<file path="config.mk">
export PLATFORM = sky130hd
export DESIGN_NAME = row_repair_analyzer
export DESIGN_NICKNAME = d
export VERILOG_FILES = /design/src/rtl/rra_pkg.sv /design/src/rtl/rra_row_cam.sv /design/src/rtl/rra_err_limit.sv /design/src/rtl/row_repair_analyzer.sv
export SDC_FILE = /design/constraint.sdc
export NUM_CORES = 1
export LEC_CHECK = 0
export BUFFER_PORTS_ARGS = -buffer_cell sky130_fd_sc_hd__buf_2
export CAP_MARGIN = 20
export CORE_MARGIN = 1
export CORE_UTILIZATION = 57
export DETAILED_ROUTE_END_ITERATION = 10
export PLACE_DENSITY = 0.94
export SETUP_SLACK_MARGIN = 0.05
export SYNTH_ARGS = -nofsm -noshare
export SYNTH_HDL_FRONTEND = slang
export SYNTH_SLANG_ARGS = --single-unit
</file>
<file path="constraint.sdc">
create_clock -name clk -period 4.9 [get_ports clk]
set_input_delay 0.98 -clock clk [delete_from_list [all_inputs] [get_ports clk]]
set_output_delay 0.98 -clock clk [all_outputs]
set_load 0.02 [all_outputs]
</file>
<file path="src/rtl/rra_pkg.sv">
package rra_pkg;
    typedef enum logic [1:0] {
        RS_CLEAN     = 2'b00,
        RS_FIXABLE   = 2'b01,
        RS_UNFIXABLE = 2'b10
    } rstat_e;
endpackage

</file>
<file path="src/rtl/rra_row_cam.sv">
module rra_row_cam #(
    parameter int NUM_SPARES = 2,
    parameter int ROW_W      = 6
) (
    input  logic [NUM_SPARES-1:0]       ent_valid,
    input  logic [NUM_SPARES*ROW_W-1:0] ent_rows,
    input  logic [ROW_W-1:0]            row,
    output logic                        hit,
    output logic                        has_free,
    output logic [NUM_SPARES-1:0]       free_oh
);
    logic [NUM_SPARES-1:0] match;

    // one comparator per spare entry
    for (genvar g = 0; g < NUM_SPARES; g++) begin : g_cmp
        assign match[g] = ent_valid[g] && (ent_rows[g*ROW_W +: ROW_W] == row);
    end

    assign hit      = |match;
    assign has_free = ~&ent_valid;

    // lowest-index free entry
    always_comb begin
        free_oh = '0;
        for (int i = NUM_SPARES - 1; i >= 0; i--) begin
            if (!ent_valid[i]) free_oh = NUM_SPARES'(1) << i;
        end
    end
endmodule

</file>
<file path="src/rtl/rra_err_limit.sv">
module rra_err_limit #(
    parameter int CNT_W = 8
) (
    input  logic [CNT_W-1:0] count,
    input  logic [CNT_W-1:0] limit,
    output logic [CNT_W-1:0] count_inc,
    output logic             reach
);
    localparam logic [CNT_W-1:0] CNT_MAX = '1;

    assign count_inc = (count == CNT_MAX) ? count : count + CNT_W'(1);
    assign reach     = (limit != '0) && (count_inc == limit);
endmodule

</file>
<file path="src/rtl/row_repair_analyzer.sv">
module row_repair_analyzer
    import rra_pkg::*;
#(
    parameter int ADDR_W     = 10,
    parameter int ROW_W      = 6,
    parameter int NUM_SPARES = 2,
    parameter int CNT_W      = 8
) (
    input  logic                        clk,
    input  logic                        rst_n,
    input  logic                        clr,
    input  logic                        cmp_valid,
    input  logic                        cmp_fail,
    input  logic [ADDR_W-1:0]           cmp_addr,
    input  logic                        done,
    input  logic [CNT_W-1:0]            err_limit,
    output logic [1:0]                  status,
    output logic [NUM_SPARES-1:0]       spare_valid,
    output logic [NUM_SPARES*ROW_W-1:0] spare_rows,
    output logic [CNT_W-1:0]            err_count,
    output logic                        halt
);
    localparam int ROW_LSB = ADDR_W - ROW_W;

    typedef struct packed {
        rstat_e                        st;
        logic [NUM_SPARES-1:0]         vld;
        logic [NUM_SPARES*ROW_W-1:0]   rows;
        logic [CNT_W-1:0]              cnt;
        logic                          halt;
        logic                          frozen;
    } state_t;

    state_t s_d, s_q;

    logic [ROW_W-1:0]      row;
    logic                  hit, has_free, reach;
    logic [NUM_SPARES-1:0] free_oh;
    logic [CNT_W-1:0]      cnt_inc;
    logic                  take;

    assign row = cmp_addr[ADDR_W-1:ROW_LSB];

    rra_row_cam #(.NUM_SPARES(NUM_SPARES), .ROW_W(ROW_W)) u_cam (
        .ent_valid (s_q.vld),
        .ent_rows  (s_q.rows),
        .row       (row),
        .hit       (hit),
        .has_free  (has_free),
        .free_oh   (free_oh)
    );

    rra_err_limit #(.CNT_W(CNT_W)) u_lim (
        .count     (s_q.cnt),
        .limit     (err_limit),
        .count_inc (cnt_inc),
        .reach     (reach)
    );

    assign take = cmp_valid && cmp_fail && !done && !s_q.frozen && !s_q.halt;

    always_comb begin
        s_d = s_q;
        if (done) s_d.frozen = 1'b1;
        if (take) begin
            s_d.cnt = cnt_inc;
            if (reach) s_d.halt = 1'b1;
            if (!hit) begin
                if (has_free) begin
                    for (int i = 0; i < NUM_SPARES; i++) begin
                        if (free_oh[i]) begin
                            s_d.vld[i]                  = 1'b1;
                            s_d.rows[i*ROW_W +: ROW_W]  = row;
                        end
                    end
                    if (s_q.st == RS_CLEAN) s_d.st = RS_FIXABLE;
                end else begin
                    s_d.st = RS_UNFIXABLE;
                end
            end
        end
        if (clr) begin
            s_d.st     = RS_CLEAN;
            s_d.vld    = '0;
            s_d.rows   = '0;
            s_d.cnt    = '0;
            s_d.halt   = 1'b0;
            s_d.frozen = 1'b0;
        end
    end

    always_ff @(posedge clk or negedge rst_n) begin
        if (!rst_n) begin
            s_q.st     <= RS_CLEAN;
            s_q.vld    <= '0;
            s_q.rows   <= '0;
            s_q.cnt    <= '0;
            s_q.halt   <= 1'b0;
            s_q.frozen <= 1'b0;
        end else begin
            s_q <= s_d;
        end
    end

    assign status      = s_q.st;
    assign spare_valid = s_q.vld;
    assign spare_rows  = s_q.rows;
    assign err_count   = s_q.cnt;
    assign halt        = s_q.halt;
endmodule

</file>
==> results.env <==
POSTSYNTH.ASYNCRESETSHARE_PCT=100.0
CRITICAL-PATH-SLOWEST-CELL='and4_1'
CLOCK_TREE.BUFFER_DEPTH=2
DIE_FOOTPRINT_SQ_MM=0.003533
AREA.GROWTH.SYNTH_TO_FINAL_PCT=2.794
SYNTH.AREA.MUX_SHARE_PCT=6.919
GRT_START_MAX_NET_PINS=27
SYNTH_COMPOUND_GATE_AREA_SHARE_PCT=12.64
STARTING_UTILIZATION_OF_THE_CORE_AREA_PCT=60.60
FILLER_CELL_COUNT=298
NNETSFINAL=238
CTS_TREE='yes'
CLOCK_TRANSITION_TIME_AT_THE_FLIP_FLOP_CLOCK_PINS_OF_THE_WORST_SETUP_AND_HOLD_PATHS_NS=0.13
PERIOD_MINUS_SLACK_NS=2.379
FMAXACHIEVABLE_MHz=420.3
FIRST_PASS_ITERS=6
NETLIST.AREA_LEADER.SHARE_PCT=34.60
LEVELS_ON_CRIT_PATH=6
CRITPATHKIND='flop to flop'
CHIPWIDTH_UM=59.44
POST-CTS-SETUP-BUFFERS=0
POST_SYNTH_XOR_AREA_FRACTION_PCT=10.25
SLACK_OF_THE_WORST_REG_TO_REG_PATH_NS=2.52
CRITICAL_PATH_PEAK_FANOUT=11
SETUP_CRIT_START_KIND='flop'
YS_DOMINANT_REG_CELL='dfrtp_1'
TRANSITION_AT_THE_PIN_WITH_THE_SMALLEST_MAX_TRANSITION_SLACK_NS=0.5739
GRT.MET1_USAGE_PCT=32.08
DATA_ARRIVAL_TIME_OF_THE_CRITICAL_PATH_NS=2.64
SYNTH_SEQ_AREA_SHARE_PCT=34.60
POST_SYNTH_FA_HA_MAJ_AREA_FRACTION_PCT=0.6653
MIN_DELAY_PATH_DEPTH=2
RELSLEWSLACK_PCT=61.74
R2R_START='err_count[0]'
HOLDCRITSTARTPOINT='status[0]'
SYNTHESIS.INSTANCES=199
CTSRESIZECOUNT=0
SYNTH-EDFF-COUNT=0
LEVEL_COUNT_OF_THE_CLOCK_H_TREE=1
YOSYSUNIQUECELLTYPES=47
LAYOUT.CORE_UTILIZATION_PCT=62.30
SYN_NETS=224
NETLIST_AREA_SQ_MM=0.001881
DRT.ANTENNA.VIOLATING_NETS=0
FINALSETUPVIOLCOUNT=0
N_ANTENNA_CELL=0
ROUTEDWLPERCELL_UM=14.10
WORSTHOLDENDPOINT='status[0]'
SMALLEST_SETUP_SLACK_AFTER_LAYOUT_NS=2.521
PORT_BUFFERS=44
PLACE_HPWL_UM=2673
POST_PLACE_SETUP_SLACK_NS=2.202
YS_FF_LATCH=26
TIMING.CRITICAL_PATH.TO_TYPE='flop'
POST_SYNTH_MOST_FREQUENT_CELLS='nor2_1, buf_4, dfrtp_1'
OUTCOME='completed'
HOLD_VIOL=0
GRT_USAGE_PCT=22.10
STATIC-LEAKAGE-POWER_nW=0.8836
FINALHOLDWORSTSLACK_NS=0.5320
YOSYSMOSTFREQUENTCELL='nor2_1'
MAX-CAP-VIOLATIONS=0
REG2REGPATHDEPTH=6
MIN_PATH_TYPE='flop to flop'
ROUTED_VIA_DENSITY=5.761
GLOBAL_ROUTE.OVERFLOW_TOTAL=0
POWER.DENSITY_mW_PER_MM2=189.7
CTSROOTBUFFERMASTER='clkbuf_4'
SYNTH_TOP_FAMILY_BY_AREA='simple AND/OR/NAND/NOR gates'
WORST_SKEW_PAIR.LATE_LATENCY_NS=0.32
STD_CELL_ROWS=20
DRT_ITER0_DRCS=54
LAYOUT-DRIVE-GT1-SHARE_PCT=25.59
GRT_ANTENNA_BEFORE_REPAIR=0
IOPINCOUNT=49
DRT-TOTAL-WL_UM=3596
MET2_USAGE_PCT=33.07
CRITICAL_PATH.MAX_STAGE_DELAY_NS=0.49
SYNTH-SIMPLE-AREA-SHARE_PCT=21.69
WORST-ENDPOINT-REQUIRED_NS=5.16
POST-LAYOUT-TOTAL-POWER_W=0.0003668
VDD_IR_DROP_MAX_mV=0.1561
PLACE_CONGESTION=0.9146
PATH_BUF_INV=0
GLOBAL_ROUTE.PEAK_USAGE_LAYER='met2'
GRT.MET3_USAGE_PCT=2.838
CORE_AREA_SQ_MM=0.003103
PERIOD_SHARE_PCT=48.56
CTS.SINKS=26
TIMING.CRITICAL_PATH.CELLS='ha_1 -> and4_1 -> a22oi_2 -> a311o_1 -> a2111o_1 -> o2bb2ai_1'
DIEHEIGHT_UM=59.44
SYNTHTOPCELLSBYAREA='dfrtp_1, buf_4, mux2i_1, nor2_1, xnor2_1'
DRC_ERRORS=0
REPORT.FINAL.SLEW_VIOL_COUNT=0
UNREPAIRED_SETUP_ENDPOINTS_AFTER_GLOBAL_ROUTING='false'
SYNTH.YOSYS.WARNINGS=0
FINALSETUPTNS_NS=0
FIRST_PASS_GRT_WIRE_LENGTH_UM=5802
CTS-BUFFERS-INSERTED=3
NUMBER_OF_GLOBAL_ROUTE_VIAS_BEFORE_REPAIR=1263
R2R_PATH_END='halt'
SYNTH.AVG_CELL_AREA_SQ_UM=9.450
TOTAL_NUMBER_OF_VIAS=1469
CRIT_FAMILY='compound AO/OA/AOI/OAI gates'
CLOCK_SKEW_NS=0.008664
CTS-HOLD-FIX-BUFFERS=0
YOSYS.AREA.TOP_TYPE='dfrtp_1'
## worst max-delay path by stage
stage,end,from
final,halt,err_count[0]
after detailed placement,spare_rows[0],done
after global routing,halt,err_count[0]
after floorplan,spare_rows[2],done
after CTS,halt,err_count[0]
after global placement,spare_rows[1],done
## sequential cells by signal, summed over array words and instances, names as in the netlist
signal	cells
err_count	8
halt	1
s_q	1
spare_rows	12
spare_valid	2
status	2
## worst min-delay path: stages, from the launching register on
cell and delay [ns]:
dfrtp_1 0.37, a21oi_1 0.04, nor2_1 0.09
## layout by cell type, fill, tap and decap left out, drive strengths merged, types with 3 or more instances in the layout
cell,netlist,layout
and4,3,3
nand4,4,4
xnor2,11,11
buf,29,44
mux2i,13,13
nand2,5,5
nor2,28,28
nor3,3,3
or4,3,3
o21ai,4,4
nand3,6,6
clkbuf,6,3
dfrtp,26,26
a21oi,7,7
a31oi,5,5
xor2,11,11
## routing by layer
metal | vias to the layer above | share of wire [%]
li1 | 717 | -
met1 | 688 | 47
met2 | 58 | 46
met3 | 6 | 5.0
met4 | 0 | 1.4
met5 | - | 0
## layout make-up
cell class	instances	area [sq um]	share of cell area (%)
Multi-Input combinational cell	137	980.9	50.74
Tap cell	44	55.05	2.848
Clock buffer	3	22.52	1.165
Sequential cell	26	650.6	33.66
Inverter	1	3.754	0.1942
Timing Repair Buffer	44	220.2	11.39
## kinds of logic after synthesis
family,Yosys count
AO/OA/AOI/OAI,30
XOR/XNOR,22
adder cells (fa/ha/maj),1
buffers and inverters,36
flip-flops,26
multiplexers,13
AND/OR/NAND/NOR,71
## report_power, final
group,internal (W),switching (W),total [W]
registers,0.000218,0.00000400,0.000222
clock network,0.0000288,0.0000598,0.0000886
logic,0.0000228,0.0000336,0.0000564
total,0.000269,0.0000974,0.000367
## stage by stage
step	std cells	area, sq um
after floorplan	199	1881
final	255	1933
after global placement	252	1911
after global routing	255	1933
after detailed placement	252	1911
after CTS	255	1933
(Power assumes the default switching activity.)
